$ cat config.mk
export PLATFORM = sky130hd
export DESIGN_NAME = nonpcm_burst_detect
export DESIGN_NICKNAME = d
export VERILOG_FILES = /design/src/rtl/nonpcm_pkg.sv /design/src/rtl/nonpcm_sync_matcher.sv /design/src/rtl/nonpcm_burst_capture.sv /design/src/rtl/nonpcm_frame_timeout.sv /design/src/rtl/nonpcm_burst_detect.sv
export SDC_FILE = /design/constraint.sdc
export NUM_CORES = 1
export LEC_CHECK = 0
export CORE_MARGIN = 3
export CORE_UTILIZATION = 53
export DETAILED_ROUTE_END_ITERATION = 8
export GPL_TIMING_DRIVEN = 0
export PLACE_DENSITY = 0.93
export SLEW_MARGIN = 30
export SYNTH_ARGS = -nofsm -noshare
export SYNTH_HDL_FRONTEND = slang
export SYNTH_SLANG_ARGS = --single-unit
$ cat constraint.sdc
create_clock -name clk -period 5.35 [get_ports clk]
set_input_delay 0.8025 -clock clk [delete_from_list [all_inputs] [get_ports clk]]
set_output_delay 0.8025 -clock clk [all_outputs]
set_load 0.01 [all_outputs]
$ cat src/rtl/nonpcm_pkg.sv
// Package: shared constants, the sync pattern lookup and the capture phase type.
// Assumes 16-bit sub-frame words; the pattern values are fixed by the stream format.
package nonpcm_pkg;

    localparam int WORD_W   = 16;
    localparam int SYNC_LEN = 6;

    // Expected word at each position of the burst sync pattern.
    function automatic logic [WORD_W-1:0] sync_word(input int unsigned pos);
        case (pos)
            4:       sync_word = 16'hF872;
            5:       sync_word = 16'h4E1F;
            default: sync_word = 16'h0000;
        endcase
    endfunction

    typedef enum logic [1:0] {
        CAP_IDLE = 2'd0,
        CAP_PC   = 2'd1,
        CAP_PD   = 2'd2
    } cap_phase_t;

endpackage

$ cat src/rtl/nonpcm_sync_matcher.sv
// Module: tracks the position reached in the sync pattern, one valid word at a time.
// Pulses sync_hit_o in the cycle the final pattern word is presented.
// Assumes a mismatching word restarts the search, and that a mismatching word
// equal to the first pattern word counts as position one of a new attempt.
module nonpcm_sync_matcher
    import nonpcm_pkg::*;
#(
    parameter int W   = WORD_W,
    parameter int LEN = SYNC_LEN
) (
    input  logic         clk,
    input  logic         rst_n,
    input  logic [W-1:0] word_i,
    input  logic         vld_i,
    output logic         sync_hit_o
);
    localparam int IDX_W = $clog2(LEN + 1);
    localparam logic [IDX_W-1:0] LAST_IDX = IDX_W'(LEN - 1);

    logic [IDX_W-1:0] idx;
    logic [LEN-1:0]   pos_eq;
    logic             expect_ok;
    logic             at_last;

    // One comparator per pattern position.
    for (genvar g = 0; g < LEN; g++) begin : g_cmp
        assign pos_eq[g] = (word_i == W'(sync_word(g)));
    end

    // Compare against the word expected at the current position.
    always_comb begin
        expect_ok = 1'b0;
        for (int k = 0; k < LEN; k++) begin
            if (idx == IDX_W'(k)) expect_ok = pos_eq[k];
        end
        at_last    = (idx == LAST_IDX);
        sync_hit_o = vld_i && expect_ok && at_last;
    end

    // Advance on a match, wrap after the last word, restart on a mismatch.
    always_ff @(posedge clk) begin
        if (!rst_n) begin
            idx <= '0;
        end else if (vld_i) begin
            if (expect_ok) begin
                idx <= at_last ? '0 : idx + 1'b1;
            end else begin
                idx <= pos_eq[0] ? IDX_W'(1) : '0;
            end
        end
    end

    a_r5_zero_restart: assert property (@(posedge clk) disable iff (!rst_n)
        (vld_i && !expect_ok && word_i == '0) |=> (idx == IDX_W'(1)));
    a_r6_invalid_hold: assert property (@(posedge clk) disable iff (!rst_n)
        !vld_i |=> $stable(idx));
    a_r2_hit_wraps: assert property (@(posedge clk) disable iff (!rst_n)
        sync_hit_o |=> (idx == '0));
    a_r2_idx_bound: assert property (@(posedge clk) disable iff (!rst_n)
        idx <= LAST_IDX);

endmodule

$ cat src/rtl/nonpcm_burst_capture.sv
// Module: after each sync hit, loads the next two valid words into the Pc and Pd registers.
// Assumes sync_hit_o marks the final pattern word, which itself is not captured.
// A new sync hit during capture restarts the sequence at Pc.
module nonpcm_burst_capture
    import nonpcm_pkg::*;
#(
    parameter int W = WORD_W
) (
    input  logic         clk,
    input  logic         rst_n,
    input  logic         sync_hit_i,
    input  logic [W-1:0] word_i,
    input  logic         vld_i,
    output logic [W-1:0] pc_o,
    output logic [W-1:0] pd_o
);
    cap_phase_t phase;

    // Step through the two capture slots after a sync hit.
    always_ff @(posedge clk) begin
        if (!rst_n) begin
            phase <= CAP_IDLE;
            pc_o  <= '0;
            pd_o  <= '0;
        end else if (sync_hit_i) begin
            phase <= CAP_PC;
        end else if (vld_i) begin
            case (phase)
                CAP_PC: begin
                    pc_o  <= word_i;
                    phase <= CAP_PD;
                end
                CAP_PD: begin
                    pd_o  <= word_i;
                    phase <= CAP_IDLE;
                end
                default: phase <= CAP_IDLE;
            endcase
        end
    end

    a_r8_pc_hold: assert property (@(posedge clk) disable iff (!rst_n)
        !(vld_i && !sync_hit_i && phase == CAP_PC) |=> $stable(pc_o));
    a_r8_pd_hold: assert property (@(posedge clk) disable iff (!rst_n)
        !(vld_i && !sync_hit_i && phase == CAP_PD) |=> $stable(pd_o));
    a_r7_pd_loads: assert property (@(posedge clk) disable iff (!rst_n)
        (vld_i && !sync_hit_i && phase == CAP_PD) |=> (pd_o == $past(word_i)));
    a_r7_hit_arms: assert property (@(posedge clk) disable iff (!rst_n)
        sync_hit_i |=> (phase == CAP_PC));

endmodule

$ cat src/rtl/nonpcm_frame_timeout.sv
// Module: holds the non-PCM flag for TIMEOUT frame strobes after the latest sync hit.
// Assumes frame_start_i is a one-cycle strobe. A sync hit takes priority over a
// coincident strobe, and that strobe is not counted.
module nonpcm_frame_timeout #(
    parameter int TIMEOUT = 4096
) (
    input  logic clk,
    input  logic rst_n,
    input  logic sync_hit_i,
    input  logic frame_start_i,
    output logic flag_o
);
    localparam int CNT_W = $clog2(TIMEOUT + 1);
    localparam logic [CNT_W-1:0] CNT_LAST = CNT_W'(TIMEOUT - 1);

    logic [CNT_W-1:0] cnt;

    // Set and restart on a sync hit, count frames while set, clear at the limit.
    always_ff @(posedge clk) begin
        if (!rst_n) begin
            flag_o <= 1'b0;
            cnt    <= '0;
        end else if (sync_hit_i) begin
            flag_o <= 1'b1;
            cnt    <= '0;
        end else if (flag_o && frame_start_i) begin
            if (cnt == CNT_LAST) begin
                flag_o <= 1'b0;
                cnt    <= '0;
            end else begin
                cnt <= cnt + 1'b1;
            end
        end
    end

    a_r4_sync_restarts: assert property (@(posedge clk) disable iff (!rst_n)
        sync_hit_i |=> (flag_o && cnt == '0));
    a_r3_flag_hold: assert property (@(posedge clk) disable iff (!rst_n)
        (flag_o && !frame_start_i) |=> flag_o);
    a_r9_idle_low: assert property (@(posedge clk) disable iff (!rst_n)
        (!flag_o && !sync_hit_i) |=> !flag_o);
    a_r3_cnt_bound: assert property (@(posedge clk) disable iff (!rst_n)
        cnt <= CNT_LAST);

endmodule

$ cat src/rtl/nonpcm_burst_detect.sv
// Module: top level of the compressed-stream detector. It joins the pattern matcher,
// the burst-information capture unit and the frame-count timeout.
// Assumes the words are already decoded sub-frame data, qualified by word_vld_i.
module nonpcm_burst_detect
    import nonpcm_pkg::*;
#(
    parameter int TIMEOUT_FRAMES = 4096
) (
    input  logic              clk,
    input  logic              rst_n,
    input  logic [WORD_W-1:0] word_i,
    input  logic              word_vld_i,
    input  logic              frame_start_i,
    output logic              nonpcm_o,
    output logic [WORD_W-1:0] burst_pc_o,
    output logic [WORD_W-1:0] burst_pd_o
);
    logic sync_hit;

    // Pattern position tracking.
    nonpcm_sync_matcher #(.W(WORD_W), .LEN(SYNC_LEN)) u_match (
        .clk        (clk),
        .rst_n      (rst_n),
        .word_i     (word_i),
        .vld_i      (word_vld_i),
        .sync_hit_o (sync_hit)
    );

    // Capture of the two burst-information words.
    nonpcm_burst_capture #(.W(WORD_W)) u_cap (
        .clk        (clk),
        .rst_n      (rst_n),
        .sync_hit_i (sync_hit),
        .word_i     (word_i),
        .vld_i      (word_vld_i),
        .pc_o       (burst_pc_o),
        .pd_o       (burst_pd_o)
    );

    // Flag hold window counted in frames.
    nonpcm_frame_timeout #(.TIMEOUT(TIMEOUT_FRAMES)) u_tmo (
        .clk           (clk),
        .rst_n         (rst_n),
        .sync_hit_i    (sync_hit),
        .frame_start_i (frame_start_i),
        .flag_o        (nonpcm_o)
    );

    a_r2_flag_after_hit: assert property (@(posedge clk) disable iff (!rst_n)
        sync_hit |=> nonpcm_o);

endmodule

-- Yosys cells after proc, flatten, opt, wreduce, memory -nomap -nowiden
Index checks and enable logic that the tools add are counted.
- flip-flop bits (word level): 51
- output and inout bits: 33
- word-level logic and storage cells: 49
- add/subtract/negate cells: 2
- equality and inequality tests: 10
- muxes and demuxes: 16
- bitwise operators: 2
- reduce and logical (&&, ||, !) cells: 12
- operator list (cell ; count):
    == test 16 x 15 -> 1 bit, second input constant ; 1
    == test 16 bit, second input constant ; 1
    zero test 16 bit ; 1
    adder 13 x 1 -> 13 bit, second input constant ; 1
    == test 13 x 12 -> 1 bit, second input constant ; 1
    two-way mux 13 bit ; 1
    two-way mux 1 bit ; 12
    == test 3 x 2 -> 1 bit, second input constant ; 2
    == test 3 bit, second input constant ; 2
    two-way mux 3 bit ; 2
    AND reduction 3 bit ; 2
    nonzero test 2 bit ; 3
    adder 3 x 1 -> 3 bit, second input constant ; 1
    == test 3 x 1 -> 1 bit, second input constant ; 1
    logical AND 1 bit ; 3
    zero test 3 bit ; 1
    == test 2 x 1 -> 1 bit, second input constant ; 1
    == test 2 bit, second input constant ; 1
    two-way mux 2 bit ; 1
    inverter 1 bit ; 2
    AND reduction 2 bit ; 1
    OR reduction 2 bit ; 1

-- Depth between registers and ports, before layout
- word-level depth: 11
- depth in mapped cells: 7
- depth with buffers taken out: 6

-- By module
From an unflattened synthesis, not the netlist that was laid out.
- cells, all modules: 250
- area, all modules: 2322.2 sq um
- modules (own cells, without submodules) (module ; times used ; cells an instance ; area an instance (sq um)):
    nonpcm_burst_capture ; 1 ; 132 ; 1335.0
    nonpcm_frame_timeout ; 1 ; 73 ; 643.1
    nonpcm_sync_matcher ; 1 ; 45 ; 344.1

-- Worst setup path after synthesis
No wires, ideal clock.
- path kind: input to register
- start: in word_i[13]
- end: reg u_cap.pd_o[10]
- data arrival time: 2355 ps
- required time: 5230 ps
- setup slack: 2876 ps
- cell stages on the path: 6
- path buffers: 1
- cells stage by stage: or4_4 -> nor4_4 -> nand3_1 -> clkbuf_1 -> nand3_1 -> a21boi_1
- cells in the longest elaborated chain, start to end: 11
- elaborated cells on any way between the ends: 13
- RTL lines (what ; RTL line ; RTL):
    from (decl) ; nonpcm_burst_detect.sv:11 ; input logic [WORD_W-1:0] word_i,
    zero test 16 bit ; nonpcm_sync_matcher.sv:27 ; assign pos_eq[g] = (word_i == W'(sync_word(g)));
    two-way mux 1 bit (5 in a row) ; nonpcm_sync_matcher.sv:34 ; if (idx == IDX_W'(k)) expect_ok = pos_eq[k];
    two-way mux 1 bit (*) ; nonpcm_sync_matcher.sv:34 ;
    logical AND 1 bit (*) (2 in a row) ; nonpcm_sync_matcher.sv:37 ; sync_hit_o = vld_i && expect_ok && at_last;
    inverter 1 bit (no line) (*) ; n/a ;
    AND reduction 3 bit (no line) (*) ; n/a ;
    to (signal assigned) ; nonpcm_burst_capture.sv:34 ; pd_o <= word_i;
    to (decl) ; nonpcm_burst_capture.sv:15 ; output logic [W-1:0] pd_o
Mark *: on every way between the ends. The rest lies on a longest branch, timed or not.
A chain may end at the register's enable or synchronous reset.

-- Worst setup path in the final report
- start: in word_i[13]
- end: reg u_cap.pd_o[5]
The elaborated chain is that of the path after synthesis.

==> impl_summary.log <==
[metrics] level count of the clock H-tree: 2
[metrics] maximum capacitance violations: 0
[metrics] unrepaired setup endpoints after global routing: false
[metrics] Clock Sinks: 51
[metrics] total iterations of the first detailed-routing run: 6
[metrics] reported leakage power: 0.00100 uW
[metrics] Resized cells post-CTS: 0
[metrics] Final Hold Fails: 0
[metrics] core region area: 4120 um2
[metrics] Placer Congestion: 0.876
[metrics] post-route clock period utilization: 54.8%
[metrics] final critical-path required period: 2.93 ns
[metrics] total count of max-transition violations in the final report: 0
[metrics] HP Start: u_tmo.cnt[12]$_SDFFE_PP0P_
[metrics] port bufs: 51
[metrics] overflow left after global routing: 0
[metrics] global router's overall resource usage: 23.1%
[metrics] aggregate negative setup slack: 0 ns
[metrics] count of mapped cells out of synthesis: 253
[metrics] Synth Net Count: 275
[metrics] remaining max-slew budget at the tightest pin: 45.1%
[metrics] result of the run: complete, no violations
[metrics] number of global-route vias before repair: 2025
[metrics] total number of vias: 2101
[metrics] final setup violation count: 0
[metrics] Inserted Diodes: 0
[metrics] combinational family with the most area after synthesis: simple AND/OR/NAND/NOR gates
[metrics] number of flops mapped to enable cells by yosys: 0
[metrics] Remaining DRCs: 0
[metrics] Synth Area in Simple Gates: 25.6%
[metrics] most frequently used flop master after synthesis: dfxtp_1
[metrics] slew at the pin with the worst max-slew slack: 0.822 ns
[metrics] kind of start point of the critical path: primary input
[metrics] global-route wire length before repair: 9550 um
[metrics] Power Dens Cells: 215 nW/um2
[metrics] largest driver fanout on the critical path: 10
[metrics] worst reg2reg path startpoint: u_match.idx[1]$_SDFFE_PN0P_
[metrics] Post-DRT Antenna Nets: 0
[metrics] antenna violations before repair: 0
[metrics] number of rows in the core area: 23
[metrics] most area-consuming cells after synthesis: dfxtp_1 (44%), mux2i_1 (7.3%), nand3_1 (5.6%)
[metrics] Initial Util: 56.5%
[metrics] CP endpoint kind: register
[metrics] IR drop worst, VDD: 0.000137 V
[metrics] number of top-level pins: 53
[metrics] die outline height: 72.2 um
[metrics] post-detailed-placement half-perimeter wirelength: 4150 um
[metrics] total CTS buffers: 5
[metrics] Tightest Hold Check Type: reg2reg
[metrics] setup slack of the worst register-to-register path: 3.51 ns
[metrics] top library cells by usage in the layout, fill and taps aside: clkdlybuf4s50_1 (51), dfxtp_1 (51), nand3_1 (26)
[metrics] Total Die Area: 5220 um2
[metrics] Post-Synth XOR/XNOR Area: 3.39%
[metrics] cts-stage hold buffer count: 0
[metrics] cell area after synthesis: 2330 um2
[metrics] filler cell count in the final layout: 306
[metrics] mean instance size in the synthesized netlist: 9.19 um2
[metrics] category of the critical setup timing path: in2reg
[metrics] TritonCTS clock tree: done
[metrics] worst r2r dst: u_cap.pc_o[7]$_SDFFE_PN0P_
[metrics] fraction of post-synthesis cell area in the top cell type by area: 43.9%
[metrics] Clk pin slew, worst setup/hold paths: 0.09 ns
[metrics] Hold Path End: u_tmo.cnt[12]$_SDFFE_PP0P_
[metrics] number of synthesis warnings: 0
[metrics] Layout Utilization: 72.6%
[metrics] number of buffers inserted by post-CTS setup repair: 0
[metrics] Data required, critical path: 5.55 ns
[metrics] number of buffers on the longest clock path: 2
[metrics] pin count of the biggest net entering global routing: 15
[metrics] Area Growth Syn to Fin: 28.4%
[metrics] #FFs+latches synth: 51
[metrics] Post-Route Skew: 0.00916 ns
[metrics] depth of the worst register-to-register path: 6
[metrics] f_max: 341 MHz
[metrics] Routed WL per cell: 15.8 um
[metrics] data arrival time at the worst-slack endpoint: 3.13 ns
[metrics] library cell used as clock root buffer: clkbuf_8
[metrics] total wirelength of the detailed-routed design: 5710 um
[metrics] Starting DRT DRC Count: 138
[metrics] Cell variety after synth: 44
[metrics] compound-cell area share of the yosys netlist: 15.8%
[metrics] share of flip-flops with an asynchronous set or reset after synthesis: 0%
[metrics] sequential fraction of the synthesis area: 43.9%
[metrics] # nets final: 333
[metrics] share of cell area taken by muxes after synthesis: 7.32%
[metrics] cell taking the most area after synthesis: dfxtp_1
[metrics] insertion delay to the later sink of the worst-skew pair: 0.31 ns
[metrics] die width: 72.2 um
[metrics] number of vias per cell after detailed routing: 5.82
[metrics] synthesized-area fraction occupied by adder cells: 1.08%
[metrics] WHS Path Cells: 2
[metrics] layout cells sized above 1: 5.79%
per-layer routing:
| metal | GRT usage, % | vias to the layer above | share of wire (%) |
|---|---|---|---|
| li1 | - | 1012 | - |
| met1 | 28.6 | 980 | 44 |
| met2 | 37.5 | 92 | 47 |
| met3 | 7.34 | 17 | 7.2 |
| met4 | 8.35 | 0 | 1.8 |
| met5 | 0 | - | 0 |
critical path: stages:
cell and delay (ns):
clkdlybuf4s50_1 0.49, or4_4 0.59, nor4_4 0.43, nand3_1 0.27
clkbuf_1 0.31, nand3_1 0.16, a21boi_1 0.07
cells in the mapped netlist (2+ instances only):
library cell	number
inv_1	2
and2_1	3
a21oi_1	4
o21ai_0	19
a21boi_1	10
nor3b_1	2
dfxtp_1	51
xor2_1	6
nor3_1	4
nand4_1	3
and3_1	4
buf_6	2
buf_1	2
nor2b_1	18
a21boi_0	9
mux2i_1	17
ha_1	2
nand2b_1	4
nand2_1	13
xnor2_1	3
nor2_1	21
clkbuf_1	7
nand3_1	26
cell families after synthesis:
family	Yosys count
AND/OR/NAND/NOR	109
AO/OA/AOI/OAI	51
flip-flops	51
multiplexers	17
buffers and inverters	14
XOR/XNOR	9
adder cells (fa/ha/maj)	2
worst max-delay path by stage:
stage | cells after the start | endpoint | start | slack [ns]
floorplan | 6 | u_cap.pd_o[10]$_SDFFE_PN0P_ | word_i[13] | 2.88
global placement | 7 | u_cap.pd_o[5]$_SDFFE_PN0P_ | word_i[13] | 2.21
detailed placement | 7 | u_cap.pd_o[4]$_SDFFE_PN0P_ | word_i[13] | 2.14
CTS | 7 | u_cap.pd_o[4]$_SDFFE_PN0P_ | word_i[13] | 2.46
global route | 7 | u_cap.pd_o[9]$_SDFFE_PN0P_ | word_i[14] | 2.31
finish | 7 | u_cap.pd_o[5]$_SDFFE_PN0P_ | word_i[13] | 2.42
area by class of cell:
cell class / count / area, um2 / share of cell area, %
repair buffers: 51 / 510 / 17.1
multi-input cells: 188 / 1240 / 41.4
flip-flops and latches: 51 / 1020 / 34.2
plain buffers: 12 / 61.3 / 2.05
well taps: 50 / 62.6 / 2.09
inverters: 2 / 7.51 / 0.251
clock inverters: 1 / 5.00 / 0.168
clock buffers: 6 / 82.6 / 2.76
metrics by stage:
step	instance area (um2)	power (uW)	worst slack (ns)	hold WS (ns)	std cells
2_1_floorplan	2330	402	2.88	0.417	253
3_5_place_dp	2900	426	2.14	0.436	354
4_1_cts	2990	643	2.46	0.448	361
6_report	2990	642	2.42	0.449	361
5_1_grt	2990	659	2.31	0.484	361
3_3_place_gp	2900	425	2.21	0.426	354
state kept, by name, summed over array words and instances, names as in the netlist:
| signal | flops |
|---|---|
| u_tmo.cnt | 13 |
| u_cap.phase | 2 |
| u_cap.pd_o | 16 |
| u_cap.pc_o | 16 |
| u_tmo.flag_o | 1 |
| u_match.idx | 3 |
power by group:
part	leakage [uW]	internal [uW]	switching [uW]
registers	0.000411	380	0.743
clock network	0.0000470	102	122
logic	0.000547	19.0	19.0
(Power assumes the default switching activity.)
